===== src/rtl/cdiv_pkg.sv =====
// Package: rounding modes and elaboration-time derivation of the
// multiply-add constants (shift K, multiplier A, addend B).
// Assumes the divisor is odd and at least 3, and that N + K stays below 62.
package cdiv_pkg;

    typedef enum logic [1:0] {
        RND_TRUNC    = 2'd0,
        RND_NEAREST  = 2'd1,
        RND_FAITHFUL = 2'd2
    } rnd_mode_t;

    typedef struct packed {
        logic   ok;
        longint lo;
        longint hi;
    } b_span_t;

    typedef struct packed {
        int     k;
        longint a;
        longint b;
    } cdiv_cfg_t;

    // Number of set bits in a non-negative value.
    function automatic int popcnt(input longint v);
        int c;
        c = 0;
        for (int i = 0; i < 63; i++) begin
            if (v[i]) c++;
        end
        return c;
    endfunction

    // Smallest value with the fewest set bits inside [lo, hi].
    function automatic longint sparse_pick(input longint lo, input longint hi);
        longint pre;
        int     top;
        if (lo == 0) return 0;
        if (lo == hi) return lo;
        top = 0;
        for (int i = 0; i < 63; i++) begin
            if (lo[i] != hi[i]) top = i;
        end
        pre = hi & ~((longint'(1) << (top + 1)) - 1);
        if (pre == lo) return pre;
        for (int j = 0; j <= top; j++) begin
            if ((pre | (longint'(1) << j)) >= lo) return pre | (longint'(1) << j);
        end
        return hi;
    endfunction

    // Range of addends that keeps every operand correct for a given K and A.
    // Operand x is split as x = q*d + r; the error term is q*e + a*r.
    function automatic b_span_t addend_span(input int n, input int d,
                                            input rnd_mode_t mode,
                                            input int k, input longint a);
        b_span_t s;
        longint two_k, e, h, m, qq, rq, r0;
        longint v0r, vq0, vqr, vpr, mn, mx, hi0, hi1, lim0, lim1;
        two_k = longint'(1) << k;
        e     = a * d - two_k;
        h     = (mode == RND_NEAREST) ? longint'((d - 1) / 2) : 0;
        m     = (longint'(1) << n) - 1 + h;
        qq    = m / d;
        rq    = m % d;
        r0    = (longint'(d - 1) < m) ? longint'(d - 1) : m;
        v0r   = a * r0;
        vq0   = qq * e;
        vqr   = qq * e + a * rq;
        vpr   = (qq > 0) ? (qq - 1) * e + a * (d - 1) : 0;
        mn = 0;
        if (v0r < mn) mn = v0r;
        if (vq0 < mn) mn = vq0;
        if (vqr < mn) mn = vqr;
        if (vpr < mn) mn = vpr;
        mx = 0;
        if (v0r > mx) mx = v0r;
        if (vq0 > mx) mx = vq0;
        if (vqr > mx) mx = vqr;
        if (vpr > mx) mx = vpr;
        s.lo = a * h - mn;
        if (s.lo < 0) s.lo = 0;
        if (mode == RND_FAITHFUL) begin
            hi0 = (vq0 > 0) ? vq0 : 0;
            hi1 = v0r;
            if (vqr > hi1) hi1 = vqr;
            if (vpr > hi1) hi1 = vpr;
            lim0 = two_k - 1 - hi0;
            lim1 = 2 * two_k - 1 - hi1;
            s.hi = (lim0 < lim1) ? lim0 : lim1;
        end else begin
            s.hi = two_k - 1 - mx + a * h;
        end
        s.ok = (s.lo <= s.hi);
        return s;
    endfunction

    // Smallest K with a valid multiplier; sparsest addend on ties.
    function automatic cdiv_cfg_t derive_cfg(input int n, input int d,
                                             input rnd_mode_t mode);
        cdiv_cfg_t c;
        b_span_t   sc, sf;
        longint    af, bc, bf;
        c.k = 0;
        c.a = 1;
        c.b = 0;
        for (int k = 1; k < 62; k++) begin
            af = (longint'(1) << k) / d;
            sc = addend_span(n, d, mode, k, af + 1);
            if (af >= 1) sf = addend_span(n, d, mode, k, af);
            else begin
                sf.ok = 1'b0;
                sf.lo = 0;
                sf.hi = 0;
            end
            if (sc.ok || sf.ok) begin
                bc = sparse_pick(sc.lo, sc.hi);
                bf = sparse_pick(sf.lo, sf.hi);
                c.k = k;
                if (sc.ok && (!sf.ok || popcnt(bc) <= popcnt(bf))) begin
                    c.a = af + 1;
                    c.b = bc;
                end else begin
                    c.a = af;
                    c.b = bf;
                end
                return c;
            end
        end
        return c;
    endfunction

    // Largest quotient the mode can return for an n-bit operand.
    function automatic longint quot_max(input int n, input int d,
                                        input rnd_mode_t mode);
        longint m;
        m = (longint'(1) << n) - 1;
        case (mode)
            RND_NEAREST:  return (2 * m + d) / (2 * d);
            RND_FAITHFUL: return (m + d - 1) / d;
            default:      return m / d;
        endcase
    endfunction

    // Quotient port width.
    function automatic int quot_width(input int n, input int d,
                                      input rnd_mode_t mode);
        longint qm;
        qm = quot_max(n, d, mode);
        return (qm > 0) ? $clog2(qm + 1) : 1;
    endfunction

endpackage


===== src/rtl/cdiv_mul_add.sv =====
// Multiply-add datapath: sum = A*x + B, then the shift by K is pure wiring.
// Assumes PW = N + K + 1 so the sum never wraps; flags any set bit above
// the quotient field so the caller can check the port width.
module cdiv_mul_add #(
    parameter int N  = 12,
    parameter int K  = 4,
    parameter int PW = 17,
    parameter int QW = 10,
    parameter logic [PW-1:0] A_C = '0,
    parameter logic [PW-1:0] B_C = '0
) (
    input  logic [N-1:0]  x_i,
    output logic [QW-1:0] q_o,
    output logic          spill_o
);

    logic [PW-1:0] sum;
    logic [PW-1:0] shifted;

    // Product of the operand and the multiplier, plus the addend.
    always_comb begin
        sum     = A_C * PW'(x_i) + B_C;
        shifted = sum >> K;
    end

    // Split the shifted sum into the quotient and the spill flag.
    always_comb begin
        q_o     = shifted[QW-1:0];
        spill_o = |shifted[PW-1:QW];
    end

endmodule


===== src/rtl/cdiv_out_reg.sv =====
// Quotient register with synchronous active-low reset to zero.
module cdiv_out_reg #(
    parameter int QW = 10
) (
    input  logic          clk,
    input  logic          rst_n,
    input  logic [QW-1:0] d_i,
    output logic [QW-1:0] q_o
);

    // Capture the quotient each clock, clear it while reset is low.
    always_ff @(posedge clk) begin
        if (!rst_n) q_o <= '0;
        else        q_o <= d_i;
    end

endmodule


===== src/rtl/cdiv_const.sv =====
// Top: unsigned division by the constant D via (A*x + B) >> K.
// Constants are derived at elaboration from N, D and MODE. D must be odd, >= 3.
// OUT_REG selects a registered or a combinational quotient.
module cdiv_const #(
    parameter int N = 12,
    parameter int D = 7,
    parameter cdiv_pkg::rnd_mode_t MODE = cdiv_pkg::RND_TRUNC,
    parameter bit OUT_REG = 1'b1,
    localparam int QW = cdiv_pkg::quot_width(N, D, MODE)
) (
    input  logic          clk,
    input  logic          rst_n,
    input  logic [N-1:0]  x_i,
    output logic [QW-1:0] q_o
);

    localparam cdiv_pkg::cdiv_cfg_t CFG = cdiv_pkg::derive_cfg(N, D, MODE);
    localparam int K  = CFG.k;
    localparam int PW = N + K + 1;
    localparam logic [PW-1:0] A_C = PW'(CFG.a);
    localparam logic [PW-1:0] B_C = PW'(CFG.b);

    logic [QW-1:0] q_comb;
    logic          spill;

    cdiv_mul_add #(
        .N(N), .K(K), .PW(PW), .QW(QW), .A_C(A_C), .B_C(B_C)
    ) u_dp (
        .x_i    (x_i),
        .q_o    (q_comb),
        .spill_o(spill)
    );

    generate
        if (OUT_REG) begin : g_reg
            cdiv_out_reg #(.QW(QW)) u_reg (
                .clk  (clk),
                .rst_n(rst_n),
                .d_i  (q_comb),
                .q_o  (q_o)
            );
        end else begin : g_comb
            assign q_o = q_comb;
        end
    endgenerate


    no_overflow_chk: assert property (@(posedge clk) disable iff (!rst_n)
        !spill);


    zero_in_chk: assert property (@(posedge clk) disable iff (!rst_n)
        (x_i == '0) |-> (q_comb == '0));


    exact_div_chk: assert property (@(posedge clk) disable iff (!rst_n)
        ((longint'(x_i) % D) == 0) |-> (longint'(q_comb) * D == longint'(x_i)));

    generate
        if (MODE == cdiv_pkg::RND_TRUNC) begin : g_chk_trunc

            trunc_bound_chk: assert property (@(posedge clk) disable iff (!rst_n)
                (longint'(q_comb) * D <= longint'(x_i)) &&
                (longint'(x_i) < longint'(q_comb) * D + D));
        end else if (MODE == cdiv_pkg::RND_NEAREST) begin : g_chk_near

            nearest_bound_chk: assert property (@(posedge clk) disable iff (!rst_n)
                (2 * longint'(q_comb) * D - 2 * longint'(x_i) < D) &&
                (2 * longint'(x_i) - 2 * longint'(q_comb) * D < D));
        end else begin : g_chk_faith

            faithful_bound_chk: assert property (@(posedge clk) disable iff (!rst_n)
                (longint'(q_comb) * D - longint'(x_i) < D) &&
                (longint'(x_i) - longint'(q_comb) * D < D));
        end
    endgenerate

endmodule


===== config.mk =====
export PLATFORM = sky130hd
export DESIGN_NAME = cdiv_const
export DESIGN_NICKNAME = d
export VERILOG_FILES = /design/src/rtl/cdiv_pkg.sv /design/src/rtl/cdiv_mul_add.sv /design/src/rtl/cdiv_out_reg.sv /design/src/rtl/cdiv_const.sv
export SDC_FILE = /design/constraint.sdc
export NUM_CORES = 1
export LEC_CHECK = 0
export BUFFER_PORTS_ARGS = -buffer_cell sky130_fd_sc_hd__clkbuf_2
export CORE_MARGIN = 4
export CORE_UTILIZATION = 52
export DETAILED_ROUTE_END_ITERATION = 6
export PLACE_DENSITY = 0.76
export SLEW_MARGIN = 30
export SYNTH_ARGS = -nofsm -noshare
export SYNTH_HDL_FRONTEND = slang
export SYNTH_SLANG_ARGS = --single-unit

===== constraint.sdc =====
create_clock -name clk -period 3.85 [get_ports clk]
set_input_delay 0 -clock clk [delete_from_list [all_inputs] [get_ports clk]]
set_output_delay 0 -clock clk [all_outputs]
set_load 0.02 [all_outputs]

; ---- Word level (Yosys, flattened, before mapping)
; Index checks and enable logic that the tools add are counted.
[word_totals]
register_bits = 10
input_bits = 14
out_inout_bits = 10
[classes]
addsub = 1
mul = 1
[ops]
columns = op, n
row1 = "22-bit by 10-bit adder with 22-bit output, second input constant", 1
row2 = "10-bit by 12-bit multiplier with 22-bit output, first input constant", 1

; ---- Longest topological paths before layout
; Gate-level depths: netlist (run 1).
[depth]
ltp_word = 2
ltp_mapped = 14

; ---- Hierarchy
; A second synthesis (run 1) with hierarchy kept.
[hier_totals]
hier_cells = 182
hier_area_um2 = 1710.4
[modules_own_cells]
columns = mod, instances, cells_each, area_each_um2
row1 = cdiv_mul_add, 1, 162, 1447.6
row2 = cdiv_out_reg, 1, 20, 262.8

; ---- Worst setup path before layout (run 1)
; No wires, ideal clock.
[synth_path]
path_type = input-to-reg
from = in x_i[0]
to = reg g_reg.u_reg.q_o[6]
t_arrival_ps = 3109
setup_slack_ps = 662
stages = 11
path_cell_list = fa_1 fa_1 fa_1 ha_1 ha_1 a21oi_1 o21a_1 nand4_1 a41o_1 mux2_4 o221ai_2
[synth_between]
elab_chain_cells = 2
[synth_lines]
columns = element, line_no
row1 = from (decl), cdiv_const.sv:13  ; input logic [N-1:0] x_i,
row2 = 10-bit by 12-bit multiplier with 22-bit output, cdiv_mul_add.sv:22  ; sum = A_C * PW'(x_i) + B_C;
row3 = 22-bit by 10-bit adder with 22-bit output, cdiv_mul_add.sv:22
row4 = to (signal assigned), cdiv_out_reg.sv:14  ; else q_o <= d_i;
row5 = to (decl), cdiv_out_reg.sv:8  ; output logic [QW-1:0] q_o
; No other way between the ends.
; A chain may end at the register's enable or synchronous reset.

; ---- Final worst setup path (run 1)
[layout_path]
from = in x_i[0]
to = reg g_reg.u_reg.q_o[9]
; The elaborated chain is that of the path after synthesis.

==> metrics.cfg, run 1 <==
[outcome]
status = completed

[final_layout]
fill_cells = 270
drive_gt1_share_pct = 14.7
largest_reg_flops = 10
n_antenna_cell = 0
final_common_cell = ha_1
multiInputGateArea_sq_um = 1390
layout_common_cells = 55 x ha_1, 23 x clkbuf_2, 19 x inv_1
syn_to_final_growth_pct = 11.3
instances_no_fill = 241
top_register = g_reg.u_reg.q_o
top_regs = g_reg.u_reg.q_o x10
final_nets = 277
ff_latch_area_sq_um = 200
utilization_pct = 60.9

[detailed_routing]
vias = 1346
firstDrtPassIters = 4
ant_nets = 0
drt_iter0_markers = 45
wl_um = 3170
via_per_inst = 5.59
wire_per_inst_um = 13.2
post-route-drc-count = 0

[floorplan]
initial_core_util_pct = 54.7
pin_count = 24
die_h_um = 64.7
core_sq_um = 3050
die_w_um = 64.7
dieArea_sq_um = 4180
fp-row-count = 20

[worst_setup_path]
max_stage_delay_ns = 0.61
slowest_stage = fa_1
critPathMostFrequentCell = fa_1
crit_path_cell_trace = clkbuf_2 -> fa_1 -> fa_1 -> fa_1 -> ha_1 -> ha_1 -> a21oi_1 -> o21a_1 -> nand4_1 -> a41o_1 -> o22ai_1 -> mux2i_1
crit_buf_inv = 1
cp.arrival_ns = 3.52
end_kind = register
crit_path_start_kind = primary input
timing.setup.critical_path_class = primary input to register
cp_max_fo = 5
critPathTopFamily = adder cells
required_ns = 4.03

[placement]
dp_hpwl_um = 2850
place_congestion = 0.844
io_buffers = 23
post-place-cells = 238
pre_cts_ws_ns = 0.277

[flow_run]
maxCapViolations = 0

[pwr]
p_int_mw = 0.431
p_switching_mw = 0.383
peakVddDrop_uv = 159
leakage_nw = 1.07
p_per_area_nw_per_um2 = 438
p_sw_share_pct = 47.1
pwr-share-comb_pct = 74.1
pwr-share-clk_pct = 8.1
p_seq_share_pct = 17.7

[sta]
slew_violations = 0
hold_viol_final = 0
setup-tns-final_ns = 0
worst_slew_pin_slew_ns = 0.329
rsz0062_at_grt = false
timing.fmax_mhz = 300
hold_ws_ns = 0.167
setup_ws_ns = 0.514
max_slew_margin_pct = 78.1
finalCritPeriodShare_pct = 86.6
setup_violations = 0
min_period_ns = 3.34

[global_routing]
overflow = 0
grt_pass1_vias = 1294
antenna_found_initial = 0
grt.total_usage_pct = 16.4
grt_max_degree = 18
grt_first_pass_wirelength_um = 5460

[logic_synthesis]
ys_seq_area_share_pct = 12.0
synth_top_area_cell = ha_1
yosysUniqueCellTypes = 36
synth_area_sq_um = 1670
syn_inst = 172
synth_ff_type = dfxtp_1
ys_seq_elements = 10
yosysWarningCount = 0
async_reset_ff_share_pct = 0
synthesis.nets = 250
syn_area_per_cell_sq_um = 9.70
synth_edf_count = 0
ys_top_cells_by_area = ha_1 41%, dfxtp_1 12%, fa_1 11%
yosys.area.top_type_share_pct = 41.2

[min_path]
hp-class = primary input to register

[cts]
cts_tree = done
cts_buffer_depth = 2
cts_setup_buffers = 0
cts.sinks = 10
ctsHoldBuffers = 0
ctsRootBufferMaster = clkbuf_4
cts_buffers = 3
clkTransAtPathRegs_ns = 0.06
htreeDepth = 1
postCtsResizedCells = 0

## synth_stat cells (2+ instances only)
cell type  instances
and2_1             5
o21ai_0            4
and4_1             3
dfxtp_1           10
xnor2_1            2
nand3_1            4
ha_1              55
nand2_1            9
nor2_1             2
nand4_1            3
a21o_1             5
mux2i_1            4
fa_1               9
xor2_1             2
inv_1             19
a31oi_1            4
nand2b_1           6
a21oi_1            8
## cells by family after synthesis
family / synth area share [%]
adders and majority gates: 52.0
and+or+nand+nor: 11.8
AOI/OAI and AO/OA: 14.3
buffers and inverters: 4.50
DFF: 12.0
muxes: 3.30
xor gates and xnor gates: 2.10
## power by group through the flow
stage	sequential, mW	clock (mW)	combinational (mW)
after floorplan	0.191	0	0.412
after global placement	0.146	0	0.578
after detailed placement	0.147	0	0.595
after CTS	0.144	0.0697	0.602
after global routing	0.148	0.0767	0.680
final	0.144	0.0661	0.603
## metal layers
| layer | up-vias | wire [um] | global-route usage (%) |
|---|---|---|---|
| met4 | 0 | 71 | 8.71 |
| met1 | 619 | 1440 | 20.1 |
| met2 | 39 | 1480 | 27.4 |
| met3 | 9 | 177 | 2.77 |
| li1 | 679 | - | - |
| met5 | - | 0 | 0 |
## through the flow
step / area [sq um] / total power [mW]
floorplan: 1670 / 0.602
detailed placement: 1840 / 0.742
CTS: 1860 / 0.816
global placement: 1840 / 0.724
global route: 1860 / 0.904
finish: 1860 / 0.813
## path summary, 6_finish.rpt
check                   from                 end  slack (ns)  cells after the start
worst max-delay path  x_i[0]  g_reg.u_reg.q_o[9]        0.51                     12
worst min-delay path   rst_n  g_reg.u_reg.q_o[5]        0.17                      3
## tightest hold or removal path: cells and delay by family
family	cells	cell delay (ns)
buffers and inverters	1	0.20
and+or+nand+nor	1	0.11
muxes	1	0.06
## final cells by class
type / count / area share, %
inverters: 19 / 3.84
flip-flops and latches: 10 / 10.8
multi-input cells: 142 / 75.0
well taps: 44 / 2.96
clock buffers: 3 / 1.21
repair buffers: 23 / 6.20
(Power assumes the default switching activity.)
==> run 2, diff against run 1 <==
--- a/config.mk
+++ b/config.mk
@@ -10,6 +10,7 @@
 export CORE_UTILIZATION = 52
 export DETAILED_ROUTE_END_ITERATION = 6
 export PLACE_DENSITY = 0.76
+export RECOVER_POWER = 100
 export SLEW_MARGIN = 30
 export SYNTH_ARGS = -nofsm -noshare
 export SYNTH_HDL_FRONTEND = slang
==> run 2 against run 1 <==
First-iteration DRC count decreased by 20%. Flip-flop and latch count did not move. Die area unchanged. Sequential share of layout area grew 0.14 points. Power is 2.3% lower. Routed wire length grew 0.28%. Combinational power is 3% lower.
==> metrics.cfg, run 2 (same netlist as run 1, synthesis figures left out) <==
[global_routing]
global_route.usage.met3_pct = 2.77  ; unchanged
grt_max_degree = 18  ; unchanged
grt-busiest-layer = met2  ; unchanged
grt_use_met1_pct = 20.1  ; unchanged
grt.total_usage_pct = 16.4  ; unchanged
antenna_found_initial = 0  ; unchanged
grt_util_met2_pct = 27.4  ; unchanged
grt_first_pass_wirelength_um = 5460  ; unchanged
grt_pass1_vias = 1294  ; unchanged
overflow = 0  ; unchanged

[final_layout]
top_regs = g_reg.u_reg.q_o x10  ; unchanged
layout_common_cells = 55 x ha_1, 19 x inv_1, 12 x clkbuf_2  ; was 55 x ha_1, 23 x clkbuf_2, 19 x inv_1
final_common_cell = ha_1  ; unchanged
fill_cells = 274  ; was 270
instances_no_fill = 241  ; unchanged
final_nets = 277  ; unchanged
drive_gt1_share_pct = 8.12  ; was 14.7%
largest_reg_flops = 10  ; unchanged
multiInputGateArea_sq_um = 1380  ; was 1390 sq um
n_antenna_cell = 0  ; unchanged
syn_to_final_growth_pct = 9.90  ; was 11.3%
ff_latch_area_sq_um = 200  ; unchanged
top_register = g_reg.u_reg.q_o  ; unchanged

[sta]
setup-tns-final_ns = 0  ; unchanged
rsz0062_at_grt = false  ; unchanged
setup_violations = 0  ; unchanged
hold_viol_final = 0  ; unchanged
hold_ws_ns = 0.172  ; was 0.167 ns
max_slew_margin_pct = 75.0  ; was 78.1%
finalCritPeriodShare_pct = 88.3  ; was 86.6%
timing.fmax_mhz = 294  ; was 300 MHz
slew_violations = 0  ; unchanged
worst_slew_pin_slew_ns = 0.371  ; was 0.329 ns
min_period_ns = 3.40  ; was 3.34 ns

[pwr]
p_seq_share_pct = 18.1  ; was 17.7%
p_per_area_nw_per_um2 = 433  ; was 438 nW/um^2
leakage_nw = 1.03  ; was 1.07 nW
p_switching_mw = 0.378  ; was 0.383 mW
p_int_mw = 0.416  ; was 0.431 mW
power_mw = 0.794  ; was 0.813 mW
pwr-share-clk_pct = 8.3  ; was 8.1%
p_sw_share_pct = 47.6  ; was 47.1%
peakVddDrop_uv = 157  ; was 159 uV
pwr-share-comb_pct = 73.6  ; was 74.1%

[detailed_routing]
post-route-drc-count = 0  ; unchanged
vias = 1339  ; was 1346
ant_nets = 0  ; unchanged
via_per_inst = 5.56  ; was 5.59
wl_um = 3180  ; was 3170 um
wire_per_inst_um = 13.2  ; about the same
firstDrtPassIters = 4  ; unchanged
drt_iter0_markers = 36  ; was 45

[placement]
io_buffers = 23  ; unchanged
dp_hpwl_um = 2850  ; unchanged
place_congestion = 0.844  ; unchanged
post-place-cells = 238  ; unchanged

[worst_setup_path]
cp.arrival_ns = 3.59  ; was 3.52 ns
critPathMostFrequentCell = fa_1  ; unchanged
crit_buf_inv = 1  ; unchanged
crit_path_cell_trace = clkbuf_1 -> fa_1 -> fa_1 -> fa_1 -> ha_1 -> ha_1 -> a21oi_1 -> o21a_1 -> nand4_1 -> a41o_1 -> a21boi_0 -> mux2i_1  ; was clkbuf_2 -> fa_1 -> fa_1 -> fa_1 -> ha_1 -> ha_1 -> a21oi_1 -> o21a_1 -> nand4_1 -> a41o_1 -> o22ai_1 -> mux2i_1
cp_max_fo = 5  ; unchanged
end_kind = register  ; unchanged
max_stage_delay_ns = 0.62  ; was 0.61 ns
required_ns = 4.04  ; was 4.03 ns
slowest_stage = fa_1  ; unchanged
crit_path_start_kind = primary input  ; unchanged
timing.setup.critical_path_class = primary input to register  ; unchanged
critPathTopFamily = adder cells  ; unchanged

[cts]
cts_setup_buffers = 0  ; unchanged
htreeDepth = 1  ; unchanged
cts_buffers = 3  ; unchanged
cts_buffer_depth = 2  ; unchanged
ctsRootBufferMaster = clkbuf_4  ; unchanged
clkTransAtPathRegs_ns = 0.06  ; about the same
cts_tree = done  ; unchanged
postCtsResizedCells = 0  ; unchanged
ctsHoldBuffers = 0  ; unchanged
cts.sinks = 10  ; unchanged

[floorplan]
pin_count = 24  ; unchanged
core_sq_um = 3050  ; unchanged
initial_core_util_pct = 54.7  ; unchanged
dieArea_sq_um = 4180  ; unchanged
die_w_um = 64.7  ; unchanged
die_h_um = 64.7  ; unchanged
fp-row-count = 20  ; unchanged

[min_path]
min-delay-start = rst_n  ; unchanged
hp-class = primary input to register  ; unchanged
holdPathStages = 3  ; unchanged
min_to = g_reg.u_reg.q_o[7]  ; was g_reg.u_reg.q_o[5]

[flow_run]
maxCapViolations = 0  ; unchanged

[outcome]
status = completed  ; unchanged

==> run 2: cell counts in the layout (fill, tap and decap cells not counted) <==
Identical to the previous run, type by type.
==> run 2: area by class of cell <==
class | count | area share (%)
clock buffer | 3 | 1.23
inverter | 19 | 3.89
multi-input combinational | 142 | 75.4
sequential | 10 | 10.9
tap | 44 | 3.00
timing repair buffer | 23 | 5.53
==> run 2: power by group through the flow <==
stage / sequential, mW / clock (mW) / combinational (mW)
after floorplan: 0.191 / 0 / 0.412
after CTS: 0.144 / 0.0697 / 0.602
after detailed placement: 0.147 / 0 / 0.595
final: 0.144 / 0.0656 / 0.585
after global routing: 0.148 / 0.0767 / 0.663
after global placement: 0.146 / 0 / 0.578
==> run 2: per-layer routing <==
| layer | wire, um | share of wire (%) |
|---|---|---|
| met1 | 1480 | 46 |
| met2 | 1470 | 46 |
| met3 | 161 | 5.1 |
| met4 | 71 | 2.2 |
| met5 | 0 | 0 |
==> run 2: worst max path at each step <==
stage | start | endpoint | cells after the start
after floorplan | x_i[0] | g_reg.u_reg.q_o[6] | 11
after global placement | x_i[0] | g_reg.u_reg.q_o[6] | 12
after detailed placement | x_i[0] | g_reg.u_reg.q_o[9] | 12
after CTS | x_i[0] | g_reg.u_reg.q_o[9] | 12
after global routing | x_i[0] | g_reg.u_reg.q_o[8] | 12
final | x_i[0] | g_reg.u_reg.q_o[8] | 12
==> run 2: metrics by stage <==
| step | cell area [sq um] | util [%] | worst slack [ns] |
|---|---|---|---|
| floorplan | 1670 | - | 0.662 |
| global placement | 1840 | 60.1 | 0.415 |
| detailed placement | 1840 | 60.1 | 0.277 |
| CTS | 1860 | 60.9 | 0.528 |
| global route | 1830 | 60.1 | 0.235 |
| finish | 1830 | 60.1 | 0.449 |
